$ cat config.mk
export PLATFORM = sky130hd
export DESIGN_NAME = regx_endpoint
export DESIGN_NICKNAME = d
export VERILOG_FILES = /design/src/rtl/regx_pkg.sv /design/src/rtl/regx_decode.sv /design/src/rtl/regx_bank.sv /design/src/rtl/regx_ctrl.sv /design/src/rtl/regx_endpoint.sv
export SDC_FILE = /design/constraint.sdc
export NUM_CORES = 1
export LEC_CHECK = 0
export BUFFER_PORTS_ARGS = -buffer_cell sky130_fd_sc_hd__buf_2
export CAP_MARGIN = 20
export CELL_PAD_IN_SITES_DETAIL_PLACEMENT = 0
export CELL_PAD_IN_SITES_GLOBAL_PLACEMENT = 1
export CORE_UTILIZATION = 36
export DETAILED_ROUTE_END_ITERATION = 8
export PLACE_DENSITY_LB_ADDON = 0.05
export SYNTH_ARGS = -nofsm -noshare
export SYNTH_HDL_FRONTEND = slang
export SYNTH_SLANG_ARGS = --single-unit
$ cat constraint.sdc
create_clock -name clk -period 2 [get_ports clk]
set_input_delay 0.3 -clock clk [delete_from_list [all_inputs] [get_ports clk]]
set_output_delay 0.3 -clock clk [all_outputs]
set_load 0.02 [all_outputs]
$ cat src/rtl/regx_pkg.sv
// Shared definitions for the register access endpoint.
// Assumes command bytes carry the read flag in bit 7.
package regx_pkg;

    localparam int CMD_RD_BIT = 7;

    typedef enum logic [2:0] {
        ST_CMD,
        ST_DATA,
        ST_ACK,
        ST_READ,
        ST_DROP
    } regx_state_e;

endpackage

$ cat src/rtl/regx_decode.sv
// Command byte decoder: splits a command byte into access type, index,
// index validity and the register's byte count minus one.
// Assumes every entry of REG_BYTES is in 1..4.
module regx_decode #(
    parameter int NUM_REGS = 4,
    parameter logic [3*NUM_REGS-1:0] REG_BYTES = 12'b010_001_011_001,
    localparam int IDXW = $clog2(NUM_REGS)
) (
    input  logic [7:0]      cmd,
    output logic            known,
    output logic            is_read,
    output logic [IDXW-1:0] idx,
    output logic [1:0]      nb_m1
);
    import regx_pkg::*;

    localparam logic [6:0] NREG7 = 7'(NUM_REGS);

    // Classify the command byte.
    always_comb begin
        is_read = cmd[CMD_RD_BIT];
        known   = (cmd[6:0] < NREG7);
        idx     = cmd[IDXW-1:0];
    end

    // Look up the byte count of the indexed register.
    always_comb begin
        nb_m1 = 2'd0;
        for (int i = 0; i < NUM_REGS; i++) begin
            if (idx == IDXW'(i)) begin
                nb_m1 = 2'(REG_BYTES[3*i +: 3] - 3'd1);
            end
        end
    end

endmodule

$ cat src/rtl/regx_bank.sv
// Register storage: one register per index, each exactly as wide as its
// byte count. Writes are committed when wr_en is high. A byte mux serves
// reads. Assumes wr_data holds the written value right-aligned.
module regx_bank #(
    parameter int NUM_REGS = 4,
    parameter logic [3*NUM_REGS-1:0] REG_BYTES = 12'b010_001_011_001,
    localparam int IDXW = $clog2(NUM_REGS)
) (
    input  logic                    clk,
    input  logic                    rst_n,
    input  logic                    wr_en,
    input  logic [IDXW-1:0]         wr_idx,
    input  logic [31:0]             wr_data,
    input  logic [IDXW-1:0]         rd_idx,
    input  logic [1:0]              rd_sel,
    output logic [7:0]              rd_byte,
    output logic [32*NUM_REGS-1:0]  regs_o
);

    logic [31:0] words [NUM_REGS];
    logic        unused_wr_hi;

    assign unused_wr_hi = ^wr_data;

    for (genvar i = 0; i < NUM_REGS; i++) begin : g_reg
        localparam int NB = int'(REG_BYTES[3*i +: 3]);
        logic [8*NB-1:0] val;

        // Hold the register and commit a write aimed at this index.
        always_ff @(posedge clk) begin
            if (!rst_n) begin
                val <= '0;
            end else if (wr_en && (wr_idx == IDXW'(i))) begin
                val <= wr_data[8*NB-1:0];
            end
        end

        // Zero-extend the register to a 32-bit word.
        always_comb begin
            words[i]           = '0;
            words[i][8*NB-1:0] = val;
        end

        assign regs_o[32*i +: 32] = words[i];
    end

    // Select the requested byte of the requested register.
    always_comb begin
        logic [31:0] w;
        w = '0;
        for (int i = 0; i < NUM_REGS; i++) begin
            if (rd_idx == IDXW'(i)) begin
                w = words[i];
            end
        end
        rd_byte = w[{rd_sel, 3'b000} +: 8];
    end

endmodule

$ cat src/rtl/regx_ctrl.sv
// Endpoint sequencer: takes command and data bytes, gathers write data
// most-significant byte first, issues one acknowledgement or one read
// burst per command, and discards input after a bad index until
// end-of-packet. Assumes decode outputs are valid for in_data.
module regx_ctrl #(
    parameter int NUM_REGS = 4,
    localparam int IDXW = $clog2(NUM_REGS)
) (
    input  logic            clk,
    input  logic            rst_n,
    input  logic [7:0]      in_data,
    input  logic            in_valid,
    input  logic            in_last,
    output logic            in_ready,
    input  logic            dec_known,
    input  logic            dec_read,
    input  logic [IDXW-1:0] dec_idx,
    input  logic [1:0]      dec_nb_m1,
    output logic            out_valid,
    output logic            out_last,
    output logic            out_dvalid,
    input  logic            out_ready,
    output logic [IDXW-1:0] cur_idx,
    output logic [1:0]      cnt,
    output logic            wr_en,
    output logic [31:0]     wr_data,
    output logic            err
);
    import regx_pkg::*;

    regx_state_e state;
    logic        in_hs;
    logic        out_hs;

    // Decode handshake and output qualifiers from the current state.
    always_comb begin
        in_ready   = (state == ST_CMD) || (state == ST_DATA) || (state == ST_DROP);
        out_valid  = (state == ST_ACK) || (state == ST_READ);
        out_dvalid = (state == ST_READ);
        out_last   = (state == ST_ACK) || ((state == ST_READ) && (cnt == 2'd0));
        in_hs      = in_valid && in_ready;
        out_hs     = out_valid && out_ready;
        wr_en      = (state == ST_ACK) && out_ready;
    end

    // Advance the command sequence and collect write bytes.
    always_ff @(posedge clk) begin
        if (!rst_n) begin
            state   <= ST_CMD;
            cnt     <= 2'd0;
            cur_idx <= '0;
            wr_data <= '0;
            err     <= 1'b0;
        end else begin
            case (state)
                ST_CMD: if (in_hs) begin
                    if (!dec_known) begin
                        err   <= 1'b1;
                        state <= in_last ? ST_CMD : ST_DROP;
                    end else begin
                        cur_idx <= dec_idx;
                        cnt     <= dec_nb_m1;
                        state   <= dec_read ? ST_READ : ST_DATA;
                    end
                end
                ST_DATA: if (in_hs) begin
                    wr_data <= {wr_data[23:0], in_data};
                    if (cnt == 2'd0) state <= ST_ACK;
                    else             cnt   <= cnt - 2'd1;
                end
                ST_ACK: if (out_hs) begin
                    state <= ST_CMD;
                end
                ST_READ: if (out_hs) begin
                    if (cnt == 2'd0) state <= ST_CMD;
                    else             cnt   <= cnt - 2'd1;
                end
                ST_DROP: if (in_hs && in_last) begin
                    state <= ST_CMD;
                end
                default: state <= ST_CMD;
            endcase
        end
    end

    // A pending response blocks input.
    assert_no_overlap_R7: assert property (@(posedge clk) disable iff (!rst_n)
        !(in_ready && out_valid));

    // A stalled response keeps its framing.
    assert_hold_frame_R7: assert property (@(posedge clk) disable iff (!rst_n)
        (out_valid && !out_ready) |=> (out_valid && $stable(out_last) && $stable(out_dvalid)));

    // An empty transfer is always a complete acknowledgement.
    assert_ack_shape_R3: assert property (@(posedge clk) disable iff (!rst_n)
        (out_valid && !out_dvalid) |-> out_last);

    // The error flag never clears without reset.
    assert_err_sticky_R8: assert property (@(posedge clk) disable iff (!rst_n)
        err |=> err);

endmodule

$ cat src/rtl/regx_endpoint.sv
// Fixed-width register access endpoint: decodes inbound commands, keeps
// the register bank and returns acknowledgements and read data in order.
// Assumes NUM_REGS in 3..8 and every register 1..4 bytes wide.
module regx_endpoint #(
    parameter int NUM_REGS = 4,
    parameter logic [3*NUM_REGS-1:0] REG_BYTES = 12'b010_001_011_001
) (
    input  logic                   clk,
    input  logic                   rst_n,
    input  logic [7:0]             in_data,
    input  logic                   in_valid,
    input  logic                   in_last,
    output logic                   in_ready,
    output logic [7:0]             out_data,
    output logic                   out_valid,
    output logic                   out_last,
    output logic                   out_dvalid,
    input  logic                   out_ready,
    output logic                   err_o,
    output logic [32*NUM_REGS-1:0] regs_o
);
    localparam int IDXW = $clog2(NUM_REGS);

    logic            dec_known;
    logic            dec_read;
    logic [IDXW-1:0] dec_idx;
    logic [1:0]      dec_nb_m1;
    logic [IDXW-1:0] cur_idx;
    logic [1:0]      cnt;
    logic            wr_en;
    logic [31:0]     wr_data;
    logic [7:0]      rd_byte;

    regx_decode #(.NUM_REGS(NUM_REGS), .REG_BYTES(REG_BYTES)) decode_i (
        .cmd     (in_data),
        .known   (dec_known),
        .is_read (dec_read),
        .idx     (dec_idx),
        .nb_m1   (dec_nb_m1)
    );

    regx_ctrl #(.NUM_REGS(NUM_REGS)) ctrl_i (
        .clk        (clk),
        .rst_n      (rst_n),
        .in_data    (in_data),
        .in_valid   (in_valid),
        .in_last    (in_last),
        .in_ready   (in_ready),
        .dec_known  (dec_known),
        .dec_read   (dec_read),
        .dec_idx    (dec_idx),
        .dec_nb_m1  (dec_nb_m1),
        .out_valid  (out_valid),
        .out_last   (out_last),
        .out_dvalid (out_dvalid),
        .out_ready  (out_ready),
        .cur_idx    (cur_idx),
        .cnt        (cnt),
        .wr_en      (wr_en),
        .wr_data    (wr_data),
        .err        (err_o)
    );

    regx_bank #(.NUM_REGS(NUM_REGS), .REG_BYTES(REG_BYTES)) bank_i (
        .clk     (clk),
        .rst_n   (rst_n),
        .wr_en   (wr_en),
        .wr_idx  (cur_idx),
        .wr_data (wr_data),
        .rd_idx  (cur_idx),
        .rd_sel  (cnt),
        .rd_byte (rd_byte),
        .regs_o  (regs_o)
    );

    // Acknowledgements carry no data byte.
    always_comb begin
        out_data = out_dvalid ? rd_byte : 8'h00;
    end

    // Registers move only on an accepted acknowledgement.
    assert_commit_at_ack_R4: assert property (@(posedge clk) disable iff (!rst_n)
        !(out_valid && out_ready && !out_dvalid) |=> $stable(regs_o));

    // A stalled response keeps its byte.
    assert_hold_data_R7: assert property (@(posedge clk) disable iff (!rst_n)
        (out_valid && !out_ready) |=> $stable(out_data));

endmodule

After elaboration in Yosys (flattened, before gate mapping)
Cells that the tools add are included.
- flip-flop bits (word level): 88
- input port bits: 13
- logic and storage cells: 78
- add/subtract/negate cells: 1
- magnitude comparators: 1
- equal/unequal tests: 18
- shift operators: 1
- muxes and demuxes: 25
- bitwise gates (word level): 1
- reduce and logical (&&, ||, !) cells: 22
- operators by type and width (cell ; number):
    $mux W24 ; 3
    $shiftx A32 B6 Y8 ; 1
    $mux W3 ; 9
    $mux W2 ; 9
    $mux W8 ; 2
    $pmux W3 S5 ; 1
    $ne A2 B1 Y1 const B ; 6
    $logic_and A1 B1 Y1 ; 9
    $eq A2 B2 Y1 const B ; 4
    $lt A7 B3 Y1 const B ; 1
    $reduce_and A7 Y1 ; 1
    $eq A3 B2 Y1 const B ; 2
    $pmux W2 S3 ; 1
    $reduce_and A3 Y1 ; 2
    $reduce_and A5 Y1 ; 1
    $eq A2 B1 Y1 const B ; 2
    $logic_not A2 Y1 ; 2
    $logic_or A1 B1 Y1 ; 4
    $ne A2 B2 Y1 const B ; 2
    $eq A3 B1 Y1 const B ; 1
    $eq A3 B3 Y1 const B ; 1
    $logic_not A3 Y1 ; 1
    $reduce_bool A3 Y1 ; 1
    $reduce_and A2 Y1 ; 1
    other kinds (2) ; 2

Logic depth before layout (Yosys ltp)
Gate-level depths: netlist of the first run.
- depth after elaboration: 7
- gate-level depth with buffers: 7

Modules after synthesis
Synthesis of the first run repeated with hierarchy kept, for this count alone.
- cell total of the unflattened synthesis: 571
- area total of the unflattened synthesis: 4928.5 um^2
- modules (own cells, without submodules) (module ; instances ; cells an instance ; area an instance (um^2) ; sequential area each (um^2)):
    regx_bank ; 1 ; 360 ; 3180.6 ; 1121.1
    regx_ctrl ; 1 ; 196 ; 1651.6 ; 800.8
    regx_endpoint ; 1 ; 8 ; 50.0 ; 0.0
    regx_decode ; 1 ; 7 ; 46.3 ; 0.0

Least setup slack after synthesis of the first run
Ideal clock, no wire load.
- path type: reg-to-output
- from: reg ctrl_i.state[1]
- to: out out_data[6]
- arrival: 1.651 ns
- data required time: 1.700 ns
- path slack: 0.049 ns
- stages on the path, launching flop included: 6
- buffers on the path: 2
- cells stage by stage: dfxtp_1 clkbuf_2 nor2b_1 and3_1 clkbuf_1 a221o_1
- word-level cells in the longest chain between the ends: 2
- RTL lines (element ; line ; RTL):
    from (decl) ; regx_ctrl.sv:31 ; regx_state_e state;
    from (signal assigned) ; regx_ctrl.sv:59 ; state <= in_last ? ST_CMD : ST_DROP;
    from (signal assigned) ; regx_ctrl.sv:63 ; state <= dec_read ? ST_READ : ST_DATA;
    $eq A3 B2 Y1 ; regx_ctrl.sv:39 ; out_dvalid = (state == ST_READ);
    $mux W8 ; regx_endpoint.sv:78 ; out_data = out_dvalid ? rd_byte : 8'h00;
    to (decl) ; regx_endpoint.sv:14 ; output logic [7:0] out_data,
No other way between the ends.

Final worst setup path of the first run
- from: reg ctrl_i.cur_idx[1]
- to: out out_data[0]
- word-level cells in the longest chain between the ends: 7
- elaborated cells on any way between the ends: 10
- those cells by class: 3 x eq/ne; 1 x shift; 5 x mux; 1 x reduce/logical
- RTL lines (element ; line ; RTL):
    from (decl) ; regx_ctrl.sv:23 ; output logic [IDXW-1:0] cur_idx,
    from (signal assigned) ; regx_ctrl.sv:61 ; cur_idx <= dec_idx;
    $logic_not A2 Y1 ; regx_bank.sv:52 ; if (rd_idx == IDXW'(i)) begin
    $mux W8 ; regx_bank.sv:52 ;
    $mux W24 (2 in series) ; regx_bank.sv:52 ;
    $mux W24 (*) ; regx_bank.sv:52 ;
    $shiftx A32 B6 Y8 (*) ; regx_bank.sv:56 ; rd_byte = w[{rd_sel, 3'b000} +: 8];
    $mux W8 (*) ; regx_endpoint.sv:78 ;
Every way passes the cells marked *; elsewhere a longest branch is shown, timed or not.

==> out/results.md, run 1 <==
- **run status** finished with violations
- **failing checks** DRC, setup timing
- **clock buffer count from CTS** 9
- **Synth Area per Inst** 8.52 sq um
- **maximum number of pins on one net before global-route repair** 32
- **number of global-route vias before repair** 3,232
- **synthesized instance count** 507
- **top achievable clock speed** 465 MHz
- **Min-Delay Path Class** input port to flop
- **peak per-stage delay on the critical path** 0.52 ns
- **floorplan die width** 112 um
- **Max Cap Viol** 0
- **data arrival time of the worst path** 1.85 ns
- **CP cell instances** buf_12 -> mux4_2 -> a221o_1 -> buf_2
- **Nets** 608
- **initial standard-cell utilization of the core** 37.3%
- **startpoint type of the worst setup path** flop
- **weighted congestion at the end of routability-driven global placement** 0.769
- **DP Wirelength** 8520 um
- **source-to-sink clock delay at the later pin of the worst-skew pair** 0.34 ns
- **mapped cell area** 4320 sq um
- **Root Buffer** clkbuf_16
- **Core Footprint** 11,600 sq um
- **sequential fraction of the synthesis area** 40.8%
- **internal portion of total power** 2.81 mW
- **Worst EP required** 1.70 ns
- **core utilization of the finished layout** 44.0%
- **clock tree skew after final layout** 0.00470 ns
- **ratio of total power to cell area** 727 nW/um^2
- **net load switching power** 0.886 mW
- **# IOs** 154
- **GRT Util Overall** 19.3%
- **worst slew pin tran** 0.541 ns
- **final critical delay including setup and external delays** 2.15 ns
- **Max rail drop VDD** 0.000339 V
- **unrepaired setup endpoints after global routing** true
- **global-route wire length before repair** 18,300 um
- **final number of setup-violating endpoints** 8
- **critical path class** flop to primary output
- **number of design-rule violations left by the first detailed-router iteration** 207
- **crit path max-delay cell type** mux4_2
- **height of the die** 112 um
- **H-tree depth** 3
- **critical path fanouts, max** 9
- **Setup crit end kind** primary output
- **Final Max Tran Viols** 0
- **Yosys Warn Count** 0
- **number of diodes added for antenna fixing** 0
- **clock share of power** 46.1%
- **switching share of power** 24.0%
- **Hold Fails Final Rpt** 0
- **TNS Setup** -0.937 ns
- **number of nets still failing antenna checks after routing** 0
- **total of buffers placed on input and output ports** 81
- **number of clock sinks** 88
- **maximum number of buffers from clock root to sink** 2
- **portion of the clock cycle consumed by the worst path in the final layout** 107%
- **ratio of cells with drive above 1 in the final layout** 24.4%
- **Layout area overhead** 17.8%
- **length of the first detailed-routing pass in iterations** 7
- **clock tree from TritonCTS** built
- **combinational group share of total power** 6.3%
- **normalized max-slew margin** 63.9%
- **DIE AREA** 12,400 sq um
- **CTS hold repair buffers** 0
- **row cnt** 39
- **register share of total power** 47.6%
- **leakage dissipation** 2.13 nW
- **via count** 3,540
- **average via count per standard cell** 4.77
- **fin worst setup slack** -0.148 ns
- **Clock transition at path regs** 0.06 ns
- **worst slack on hold paths** 0.214 ns
- **setup slack, reg-to-reg** 0.26 ns
- **pre-CTS setup slack** 0.0857 ns
- **register bit count reported by yosys** 88
- **average wire per cell in the routed design** 15.8 um
- **fill cell count** 1,184
- **number of antenna violations at the first check in global routing** 0
- **global route overflow** 0
- **number of distinct library cell variants in the gate-level netlist after synthesis** 41
- **power after layout** 3.70 mW
- **remaining routing DRC violations** 12
- **total wirelength of the detailed-routed design** 11,700 um
power by group through the flow:
stage	Sequential, mW	Clock (mW)	Combinational, mW
floorplan	1.80	0	0.288
global placement	1.80	0	0.229
detailed placement	1.80	0	0.228
CTS	1.76	1.75	0.230
global route	1.76	1.83	0.249
finish	1.76	1.71	0.232
cell usage in the layout (no fill, tap or decap), types with 2 or more instances in the layout:
cell type,count
nand2_1,114
dfxtp_1,87
buf_2,78
conb_1,72
a21oi_1,58
nor2_1,37
mux2i_1,33
buf_4,17
clkbuf_16,9
mux4_2,8
a221o_1,8
nand3_1,8
buf_6,8
inv_1,5
clkbuf_8,5
buf_12,5
nor2b_1,3
and3_1,3
nor2_2,3
and2_1,3
a31oi_1,3
nor2b_2,2
nand4_1,2
nand2b_1,2
a311oi_1,2
nor3_1,2
registers in the layout, summed over array words and instances (netlist names):
name	flops
ctrl_i.cnt	2
ctrl_i.state	3
bank_i.g.val	56
ctrl_i.err	1
ctrl_i.cur_idx	2
ctrl_i.wr_data	24
cell usage after synthesis:
cell type | instances | area share (%)
nand2_1 | 114 | 9.9
dfxtp_1 | 88 | 41
buf_4 | 75 | 13
a21oi_1 | 58 | 6.7
nor2_1 | 40 | 3.5
mux2i_1 | 34 | 7.9
clkbuf_1 | 15 | 1.3
a221o_1 | 8 | 1.9
buf_2 | 8 | 0.93
mux4_2 | 8 | 4.2
nand3_1 | 8 | 0.93
inv_1 | 6 | 0.52
nor2b_1 | 5 | 0.72
and2_1 | 4 | 0.58
a31oi_1 | 3 | 0.43
and3_1 | 3 | 0.43
a311oi_1 | 2 | 0.41
buf_6 | 2 | 0.52
nand2b_1 | 2 | 0.29
nand4_1 | 2 | 0.29
nor3_1 | 2 | 0.23
and2_0 | 1 | 0.14
and4_1 | 1 | 0.20
buf_1 | 1 | 0.087
buf_12 | 1 | 0.46
clkbuf_2 | 1 | 0.12
conb_1 | 1 | 0.087
ha_1 | 1 | 0.29
mux2_2 | 1 | 0.26
nand3b_1 | 1 | 0.17
nor4_4 | 1 | 0.49
nor4bb_4 | 1 | 0.58
o21a_1 | 1 | 0.17
o21ai_0 | 1 | 0.12
o21ai_2 | 1 | 0.20
o22ai_1 | 1 | 0.14
o2bb2ai_1 | 1 | 0.20
o31ai_1 | 1 | 0.17
o32ai_1 | 1 | 0.20
or3b_2 | 1 | 0.20
or4_4 | 1 | 0.26
metal layers:
metal | share of wire [%] | vias up | track usage [%] | wire length, um
met5 | 0 | - | 0 | 0
met4 | 1.0 | 0 | 5.68 | 119
met3 | 5.3 | 7 | 3.70 | 625
met2 | 46 | 144 | 30.3 | 5440
met1 | 47 | 1662 | 26.9 | 5540
li1 | - | 1727 | - | -
through the flow:
stage / cells / area, sq um
CTS: 742 / 5060
global placement: 725 / 4720
global route: 742 / 5090
detailed placement: 725 / 4720
floorplan: 578 / 4590
finish: 742 / 5090
worst max-delay path, delay by kind of cell (launching register included):
| family | cells | cell delay (ns) |
|---|---|---|
| compound gates | 1 | 0.32 |
| buf+inv | 2 | 0.30 |
| flops | 1 | 0.36 |
| mux | 1 | 0.52 |
area by class of cell:
cell class / instances / area (sq um) / share of cell area, %
multi-input combinational: 381 / 2110 / 41.5
sequential: 88 / 1760 / 34.7
timing repair buffer: 108 / 708 / 13.9
clock buffer: 15 / 298 / 5.85
tap: 143 / 179 / 3.52
inverter: 6 / 22.5 / 0.443
clock inverter: 1 / 7.51 / 0.148
cell families after synthesis:
group / after synthesis / share of synthesized area, %
AND/OR/NAND/NOR: 187 / 18.9
other: 1 / 0.0868
AO/OA/AOI/OAI: 78 / 10.6
buffers and inverters: 109 / 17.0
flip-flops: 88 / 40.8
multiplexers: 43 / 12.3
adder cells (fa/ha/maj): 1 / 0.290
repair_timing:
item | in CTS | in global routing
pin swaps | 2 | 1
endpoints found under the hold margin | 0 | 0
gates resized for setup | 11 | 8
setup buffers | 1 | 0
setup endpoints to repair | 8 | 8
worst paths after layout:
check / start / end / cells after the start
max: ctrl_i.cur_idx[1]$_SDFFE_PN0P_ / out_data[0] / 4
min: in_data[3] / ctrl_i.wr_data[3]$_SDFFE_PN0P_ / 3
max reg2reg: ctrl_i.state[2]$_SDFFE_PN0P_ / bank_i.g_reg[2].val[3]$_SDFFE_PN0P_ / 7
min reg2reg: ctrl_i.wr_data[22]$_SDFFE_PN0P_ / ctrl_i.wr_data[22]$_SDFFE_PN0P_ / 2
Note: power is estimated with default switching activity, not from simulation.
==> run 2, diff against run 1 <==
--- a/config.mk
+++ b/config.mk
@@ -11,7 +11,7 @@
 export CELL_PAD_IN_SITES_GLOBAL_PLACEMENT = 1
 export CORE_UTILIZATION = 36
 export DETAILED_ROUTE_END_ITERATION = 8
-export PLACE_DENSITY_LB_ADDON = 0.05
+export PLACE_DENSITY_LB_ADDON = 0.1
 export SYNTH_ARGS = -nofsm -noshare
 export SYNTH_HDL_FRONTEND = slang
 export SYNTH_SLANG_ARGS = --single-unit
==> run 2 against run 1 <==
The run still ends with DRC, setup timing left. Hold slack better by 0.0051 ns. Combinational power is 3% lower. Design area is 0.54% higher. Routed wire length is 2.7% higher. Total power is 2.8% higher. Die area stayed put. Via count is 0.45% higher. First-iteration DRC count is 28% higher. Maximum frequency is 2.0% higher. Core utilization is 0.24 points higher.
==> out/results.md, run 2 (synthesis results as in run 1) <==
- **run status** finished with violations
- **failing checks** DRC, setup timing
- **leakage dissipation** 2.13 nW, about the same
- **Setup crit end kind** primary output
- **post-detailed-placement cell area** 4670 sq um, -1.0%
- **number of clock sinks** 88, unchanged
- **clock buffer count from CTS** 9, unchanged
- **CP cell instances** buf_12 -> mux4_2 -> a221o_1 -> buf_2
- **commonest cells after routing, fill and taps aside** nand2_1 (114), dfxtp_1 (87), buf_2 (75), conb_1 (72), a21oi_1 (58)
- **row cnt** 39, unchanged
- **number of diodes added for antenna fixing** 0, unchanged
- **portion of the clock cycle consumed by the worst path in the final layout** 105%, -2.1 points
- **floorplan die width** 112 um, unchanged
- **crit path max-delay cell type** mux4_2
- **data arrival time of the worst path** 1.81 ns, -0.04 ns
- **top register by number of flip-flops** bank_i.g.val
- **unrepaired setup endpoints after global routing** true
- **average via count per standard cell** 4.80, +0.59%
- **global-route wire length before repair** 18,900 um, +3.3%
- **setup slack, reg-to-reg** 0.25 ns, about the same
- **H-tree depth** 3, unchanged
- **number of antenna violations at the first check in global routing** 0, unchanged
- **weighted congestion at the end of routability-driven global placement** 0.774, +0.68%
- **maximum number of buffers from clock root to sink** 2, unchanged
- **leading registers by flop count** bank_i.g.val: 56 flops, ctrl_i.wr_data: 24 flops, ctrl_i.state: 3 flops
- **number of design-rule violations left by the first detailed-router iteration** 264, +28%
- **Max rail drop VDD** 0.000408 V, +21%
- **fin worst setup slack** -0.106 ns, +0.0422 ns
- **via count** 3,556, +0.45%
- **GRT Util Overall** 19.7%, +0.44 points
- **routed wire length on met2** 5640 um, +3.7%
- **average wire per cell in the routed design** 16.2 um, +2.8%
- **ratio of cells with drive above 1 in the final layout** 24.7%, +0.38 points
- **critical path class** flop to primary output
- **global route overflow** 0, unchanged
- **DP Wirelength** 8750 um, +2.7%
- **startpoint type of the worst setup path** flop
- **final number of setup-violating endpoints** 8, unchanged
- **clock tree from TritonCTS** built
- **number of nets still failing antenna checks after routing** 0, unchanged
- **Hold Fails Final Rpt** 0, unchanged
- **total of buffers placed on input and output ports** 81, unchanged
- **total wirelength of the detailed-routed design** 12,000 um, +2.7%
- **Min-Delay Path Class** input port to flop
- **metal3 WL** 785 um, +26%
- **remaining routing DRC violations** 14, +2
- **buffers plus inverters on the worst setup path** 2, unchanged
- **clock tree skew after final layout** 0.0108 ns, +0.00610 ns
- **source-to-sink clock delay at the later pin of the worst-skew pair** 0.34 ns, about the same
- **CTS hold repair buffers** 0, unchanged
- **height of the die** 112 um, unchanged
- **Max Cap Viol** 0, unchanged
- **Nets** 607, -0.16%
- **initial standard-cell utilization of the core** 37.3%, unchanged
- **top achievable clock speed** 475 MHz, +2.0%
- **worst slack on hold paths** 0.219 ns, +0.00509 ns
- **pre-CTS setup slack** 0.131 ns, +0.0456 ns
- **maximum number of pins on one net before global-route repair** 48, +50%
- **ratio of total power to cell area** 743 nW/um^2, +2.2%
- **core utilization of the finished layout** 44.2%, +0.24 points
- **commonest non-fill, non-tap cell in the layout** nand2_1
- **Clock transition at path regs** 0.06 ns, about the same
- **Final Max Tran Viols** 0, unchanged
- **length of the first detailed-routing pass in iterations** 9, +2
- **Root Buffer** clkbuf_16
- **top layer used by detailed routing** met4
- **fill cell count** 1,193, +0.76%
- **Core Footprint** 11,600 sq um, unchanged
- **Final Cell Area** 5110 sq um, +0.54%
- **# IOs** 154, unchanged
- **peak per-stage delay on the critical path** 0.51 ns, about the same
- **number of global-route vias before repair** 3,281, +1.5%
- **number of flip-flops in the largest register** 56, unchanged
- **critical path fanouts, max** 6, -3
- **final critical delay including setup and external delays** 2.11 ns, -0.0422 ns
- **critical path's top delay family** multiplexers
- **DIE AREA** 12,400 sq um, unchanged
- **Layout area overhead** 18.4%
- **Worst EP required** 1.70 ns, about the same
- **met1 layer wirelength in the final routing** 5520 um, -0.40%
## run 2: cell types whose count changed in the layout (fill, tap and decap cells not counted), moves of 2 or more
cell,delta
buf_4,+2
mux2i_2,+3
nor2_1,+2
nor2_2,-2
buf_12,-2
bufinv_16,+2
buf_2,-3
clkinv_4,+3
mux2i_1,-4
clkbuf_8,-5
## run 2: repair_timing
| action | 4_1_cts | 5_1_grt |
|---|---|---|
| endpoints found under the setup margin | 8 | 8 |
| setup buffers | 3 | 0 |
| gates resized for setup | 20 | 10 |
| pin swaps | 2 | 0 |
## run 2: per-stage QoR
| step | std cells | setup TNS (ns) | power [mW] |
|---|---|---|---|
| after floorplan | 578 | 0 | 2.09 |
| after global placement | 722 | 0 | 2.02 |
| after detailed placement | 722 | 0 | 2.02 |
| after CTS | 741 | -0.921 | 3.84 |
| after global routing | 741 | -1.20 | 3.95 |
| final | 741 | -0.717 | 3.80 |
## run 2: power by group
group          switching (mW)  internal, mW  leakage [nW]
Combinational           0.188        0.0369          1.27
Clock                   0.716          1.10         0.153
Sequential            0.00387          1.76         0.710
Total                   0.908          2.89          2.13
## run 2: final timing paths
path	startpoint	cells past startpoint	to
min reg2reg	ctrl_i.wr_data[23]$_SDFFE_PN0P_	2	bank_i.g_reg[1].val[23]$_SDFFE_PN0P_
max	ctrl_i.cur_idx[1]$_SDFFE_PN0P_	4	out_data[0]
max reg2reg	ctrl_i.state[2]$_SDFFE_PN0P_	7	bank_i.g_reg[1].val[20]$_SDFFE_PN0P_
min	in_data[6]	3	ctrl_i.wr_data[6]$_SDFFE_PN0P_
## run 2: metal layers
metal / up-vias / GRT usage [%]
met5: - / 0
met4: 0 / 4.59
met3: 6 / 3.70
met2: 136 / 30.8
met1: 1689 / 28.1
li1: 1725 / -
## run 2: final cells by class
| type | count | area, sq um | share of cell area, % |
|---|---|---|---|
| multi-input cells | 381 | 2130 | 41.7 |
| inverters | 6 | 22.5 | 0.440 |
| clock buffers | 10 | 229 | 4.48 |
| well taps | 143 | 179 | 3.50 |
| flip-flops and latches | 88 | 1770 | 34.5 |
| clock inverters | 6 | 93.8 | 1.83 |
| repair buffers | 107 | 694 | 13.6 |
## run 2: worst reg2reg max path: stages (launching register included)
cell and delay, ns:
dfxtp_1 0.31, buf_4 0.15, nor4bb_4 0.34, buf_4 0.25, and2_0 0.24, buf_12 0.18, nand2_1 0.09, a21oi_1 0.12
==> run 3, diff against run 2 <==
--- a/config.mk
+++ b/config.mk
@@ -5,11 +5,12 @@
 export SDC_FILE = /design/constraint.sdc
 export NUM_CORES = 1
 export LEC_CHECK = 0
+export ABC_AREA = 1
 export BUFFER_PORTS_ARGS = -buffer_cell sky130_fd_sc_hd__buf_2
 export CAP_MARGIN = 20
 export CELL_PAD_IN_SITES_DETAIL_PLACEMENT = 0
 export CELL_PAD_IN_SITES_GLOBAL_PLACEMENT = 1
-export CORE_UTILIZATION = 36
+export CORE_UTILIZATION = 35
 export DETAILED_ROUTE_END_ITERATION = 8
 export PLACE_DENSITY_LB_ADDON = 0.1
 export SYNTH_ARGS = -nofsm -noshare
==> run 3 against run 2 <==
The run now ends clean. Sequential share of layout area fell by 0.98 points. Clock skew is 0.0029 ns lower. Maximum frequency is 8.5% higher. Global-route usage is 1.5 points lower. Combinational power grew to 7.5 times the previous value. Routed wire length fell by 0.56%. Critical path type unchanged.
==> out/results.md, run 3 <==
- **number of global-route vias before repair** 3,499, +6.6%
- **maximum number of pins on one net before global-route repair** 65, +35%
- **clock tree from TritonCTS** built
- **number of flip-flops in the largest register** 56, unchanged
- **Layout area overhead** 17.2%
- **unrepaired setup endpoints after global routing** true
- **count leader, synth** inv_1
- **length of the first detailed-routing pass in iterations** 5, -4
- **commonest non-fill, non-tap cell in the layout** inv_1
- **Root Buffer** clkbuf_16
- **power after layout** 5.68 mW, +49%
- **Synth Area per Inst** 7.11 sq um, -17%
- **remaining routing DRC violations** 0, -14
- **Nets** 729, +20%
- **number of clock sinks** 88, unchanged
- **top register by number of flip-flops** bank_i.g.val
- **Core Footprint** 12,600 sq um, +9.1%
- **row cnt** 41, +5.1%
- **final instance count without filler cells** 892, +20%
- **commonest cells after routing, fill and taps aside** inv_1 (96), o21ai_0 (91), a21oi_1 (88), dfxtp_1 (84), buf_2 (73)
- **internal portion of total power** 3.60 mW, +25%
- **maximum number of buffers from clock root to sink** 2, unchanged
- **portion of the clock cycle consumed by the worst path in the final layout** 97.0%, -8.3 points
- **register share of total power** 38.6%, -7.7 points
- **most used flip-flop cell after synthesis** dfxtp_1
- **ratio of total power to cell area** 1070 nW/um^2, +45%
- **data arrival time of the worst path** 1.64 ns, -0.17 ns
- **weighted congestion at the end of routability-driven global placement** 0.790, +2.0%
- **top achievable clock speed** 515 MHz, +8.5%
- **cell types with the largest area share after synthesis** dfxtp_1 (39%), buf_4 (12%), o21ai_0 (11%)
- **number of enable flip-flop cells after synthesis** 0, unchanged
- **CP cell instances** buf_4 -> o21ai_1 -> nand3_1 -> nand2_1 -> nand2_1 -> a21oi_1 -> buf_4
- **Yosys top cell area share** 39.0%, -1.7 points
- **fin worst setup slack** 0.0591 ns, +0.165 ns
- **# IOs** 154, unchanged
- **critical path fanouts, max** 8, +2
- **leading registers by flop count** bank_i.g.val: 56 flops, ctrl_i.wr_data: 24 flops, ctrl_i.state: 3 flops
- **Clock transition at path regs** 0.06 ns, about the same
- **critical path class** flop to primary output
- **Max rail drop VDD** 0.000531 V, +30%
- **Min-Delay Path Class** input port to flop
- **crit path max-delay cell type** dfxtp_4
- **area occupied by multi-input gates** 2010 sq um, -5.7%
- **total wirelength of the detailed-routed design** 12,000 um, -0.56%
- **Yosys Warn Count** 0, unchanged
- **net load switching power** 2.08 mW, +130%
- **number of diodes added for antenna fixing** 0, unchanged
- **H-tree depth** 3, unchanged
- **height of the die** 116 um, +3.6%
- **ratio of cells with drive above 1 in the final layout** 19.7%, -5.0 points
- **register bit count reported by yosys** 88, unchanged
- **average wire per cell in the routed design** 13.4 um, -17%
- **DIE AREA** 13,300 sq um, +7.3%
- **global-route wire length before repair** 18,200 um, -3.6%
- **run status** finished, final reports clean
- **clock tree skew after final layout** 0.00792 ns, -0.00288 ns
- **number of design-rule violations left by the first detailed-router iteration** 184, -30%
- **via count** 4,000, +12%
- **Setup crit end kind** primary output
- **final critical delay including setup and external delays** 1.94 ns, -0.165 ns
- **final number of setup-violating endpoints** 0, -8
- **Register Area** 1770 sq um, +0.50%
- **pre-CTS setup slack** 0.198 ns, +0.0668 ns
- **Worst EP required** 1.70 ns, about the same
- **average via count per standard cell** 4.48, -6.6%
- **GRT Util Overall** 18.2%, -1.5 points
- **sequential fraction of the synthesis area** 39.0%, -1.7 points
- **CTS hold repair buffers** 0, unchanged
- **peak per-stage delay on the critical path** 0.38 ns, -0.13 ns
- **global route overflow** 0, unchanged
- **Hold Fails Final Rpt** 0, unchanged
- **number of nets still failing antenna checks after routing** 0, unchanged
- **list of most frequent post-synthesis cells** inv_1 (97), o21ai_0 (95), a21oi_1 (93)
- **mapped cell area** 4510 sq um, +4.5%
- **synthesized instance count** 635, +25%
- **biggest area consumer among synthesized cells** dfxtp_1
- **initial standard-cell utilization of the core** 35.8%, -1.6 points
- **DP Wirelength** 8660 um, -1.0%
- **clock buffer count from CTS** 9, unchanged
- **Final Max Tran Viols** 0, unchanged
- **floorplan die width** 116 um, +3.6%
- **combinational group share of total power** 29.7%, +24 points
- **total of buffers placed on input and output ports** 81, unchanged
- **number of distinct library cell variants in the gate-level netlist after synthesis** 28, -32%
- **placed cells** 870, +20%
- **leakage dissipation** 2.35 nW, +10%
- **fill cell count** 1,414, +19%
- **source-to-sink clock delay at the later pin of the worst-skew pair** 0.34 ns, about the same
- **clock share of power** 31.7%, -16 points
- **fraction of registers with async set or reset after synthesis** 0%, unchanged
- **startpoint type of the worst setup path** flop
- **switching share of power** 36.6%, +13 points
- **Max Cap Viol** 0, unchanged
- **number of antenna violations at the first check in global routing** 0, unchanged
==> run 3: changes by cell type after synthesis, sizes merged, moves of 5 or more <==
cell and change:
mux2i -34, and2 -5, inv +93, nor3 +9, nor2b -5, a221o -8
o21ai +99, o211ai +8, nand3 +19, nor2 -16, mux4 -8, a21oi +35
nand2 -39
==> run 3: cells by family after synthesis <==
logic type               share of synthesized area, %
flip-flops                                       39.0
buffers and inverters                            23.9
AND/OR/NAND/NOR                                  13.6
AO/OA/AOI/OAI                                    23.1
adder cells (fa/ha/maj)                         0.277
other                                          0.0831
==> run 3: layer usage <==
metal | vias up | GRT usage [%] | routed length [um]
met2 | 110 | 30.7 | 5680
met5 | - | 0 | 0
li1 | 2063 | - | -
met1 | 1813 | 23.5 | 5610
met4 | 0 | 7.27 | 206
met3 | 14 | 2.41 | 473
==> run 3: power groups by stage <==
| stage | Combinational [mW] | Clock, mW | Sequential [mW] |
|---|---|---|---|
| floorplan | 1.30 | 0 | 2.15 |
| global placement | 1.63 | 0 | 2.20 |
| detailed placement | 1.64 | 0 | 2.21 |
| CTS | 1.65 | 1.85 | 2.17 |
| global route | 1.92 | 1.92 | 2.23 |
| finish | 1.69 | 1.80 | 2.19 |
==> run 3: critical path: cells and delay by family, from the launching register on <==
family                 cells  cell delay [ns]
buffers and inverters      2             0.33
DFF                        1             0.38
and+or+nand+nor            3             0.30
AOI/OAI and AO/OA          2             0.29
==> run 3: final timing paths <==
check | start | end | slack [ns] | cells past startpoint
max | ctrl_i.cur_idx[1]$_SDFFE_PN0P_ | out_data[2] | 0.06 | 7
min | in_data[5] | ctrl_i.wr_data[5]$_SDFFE_PN0P_ | 0.26 | 3
max reg2reg | ctrl_i.state[2]$_SDFFE_PN0P_ | bank_i.g_reg[1].val[17]$_SDFFE_PN0P_ | 0.33 | 7
min reg2reg | ctrl_i.wr_data[20]$_SDFFE_PN0P_ | ctrl_i.wr_data[20]$_SDFFE_PN0P_ | 0.44 | 2
==> run 3: repair_timing <==
action | in CTS | in global routing
resized for setup | 10 | 30
gates cloned | 1 | 1
pin swaps | 1 | 1
setup endpoints to repair | 8 | 8
buffers inserted | 2 | 2
==> run 3: per-stage QoR <==
stage / TNS, ns / hold WS (ns) / area [sq um] / utilization [%]
global route: -0.0489 / 0.290 / 5290 / 41.9
floorplan: 0 / 0.420 / 4780 / -
global placement: 0 / 0.429 / 4830 / 38.3
detailed placement: 0 / 0.432 / 4830 / 38.3
finish: 0 / 0.260 / 5290 / 41.9
CTS: -0.00144 / 0.260 / 5190 / 41.1
==> run 3: cell type report <==
cell class | instances | share of cell area (%)
multi-input cells | 416 | 38.0
flip-flops and latches | 88 | 33.5
repair buffers | 99 | 11.1
inverters | 101 | 7.38
clock buffers | 13 | 4.73
well taps | 172 | 4.07
clock inverters | 3 | 1.23
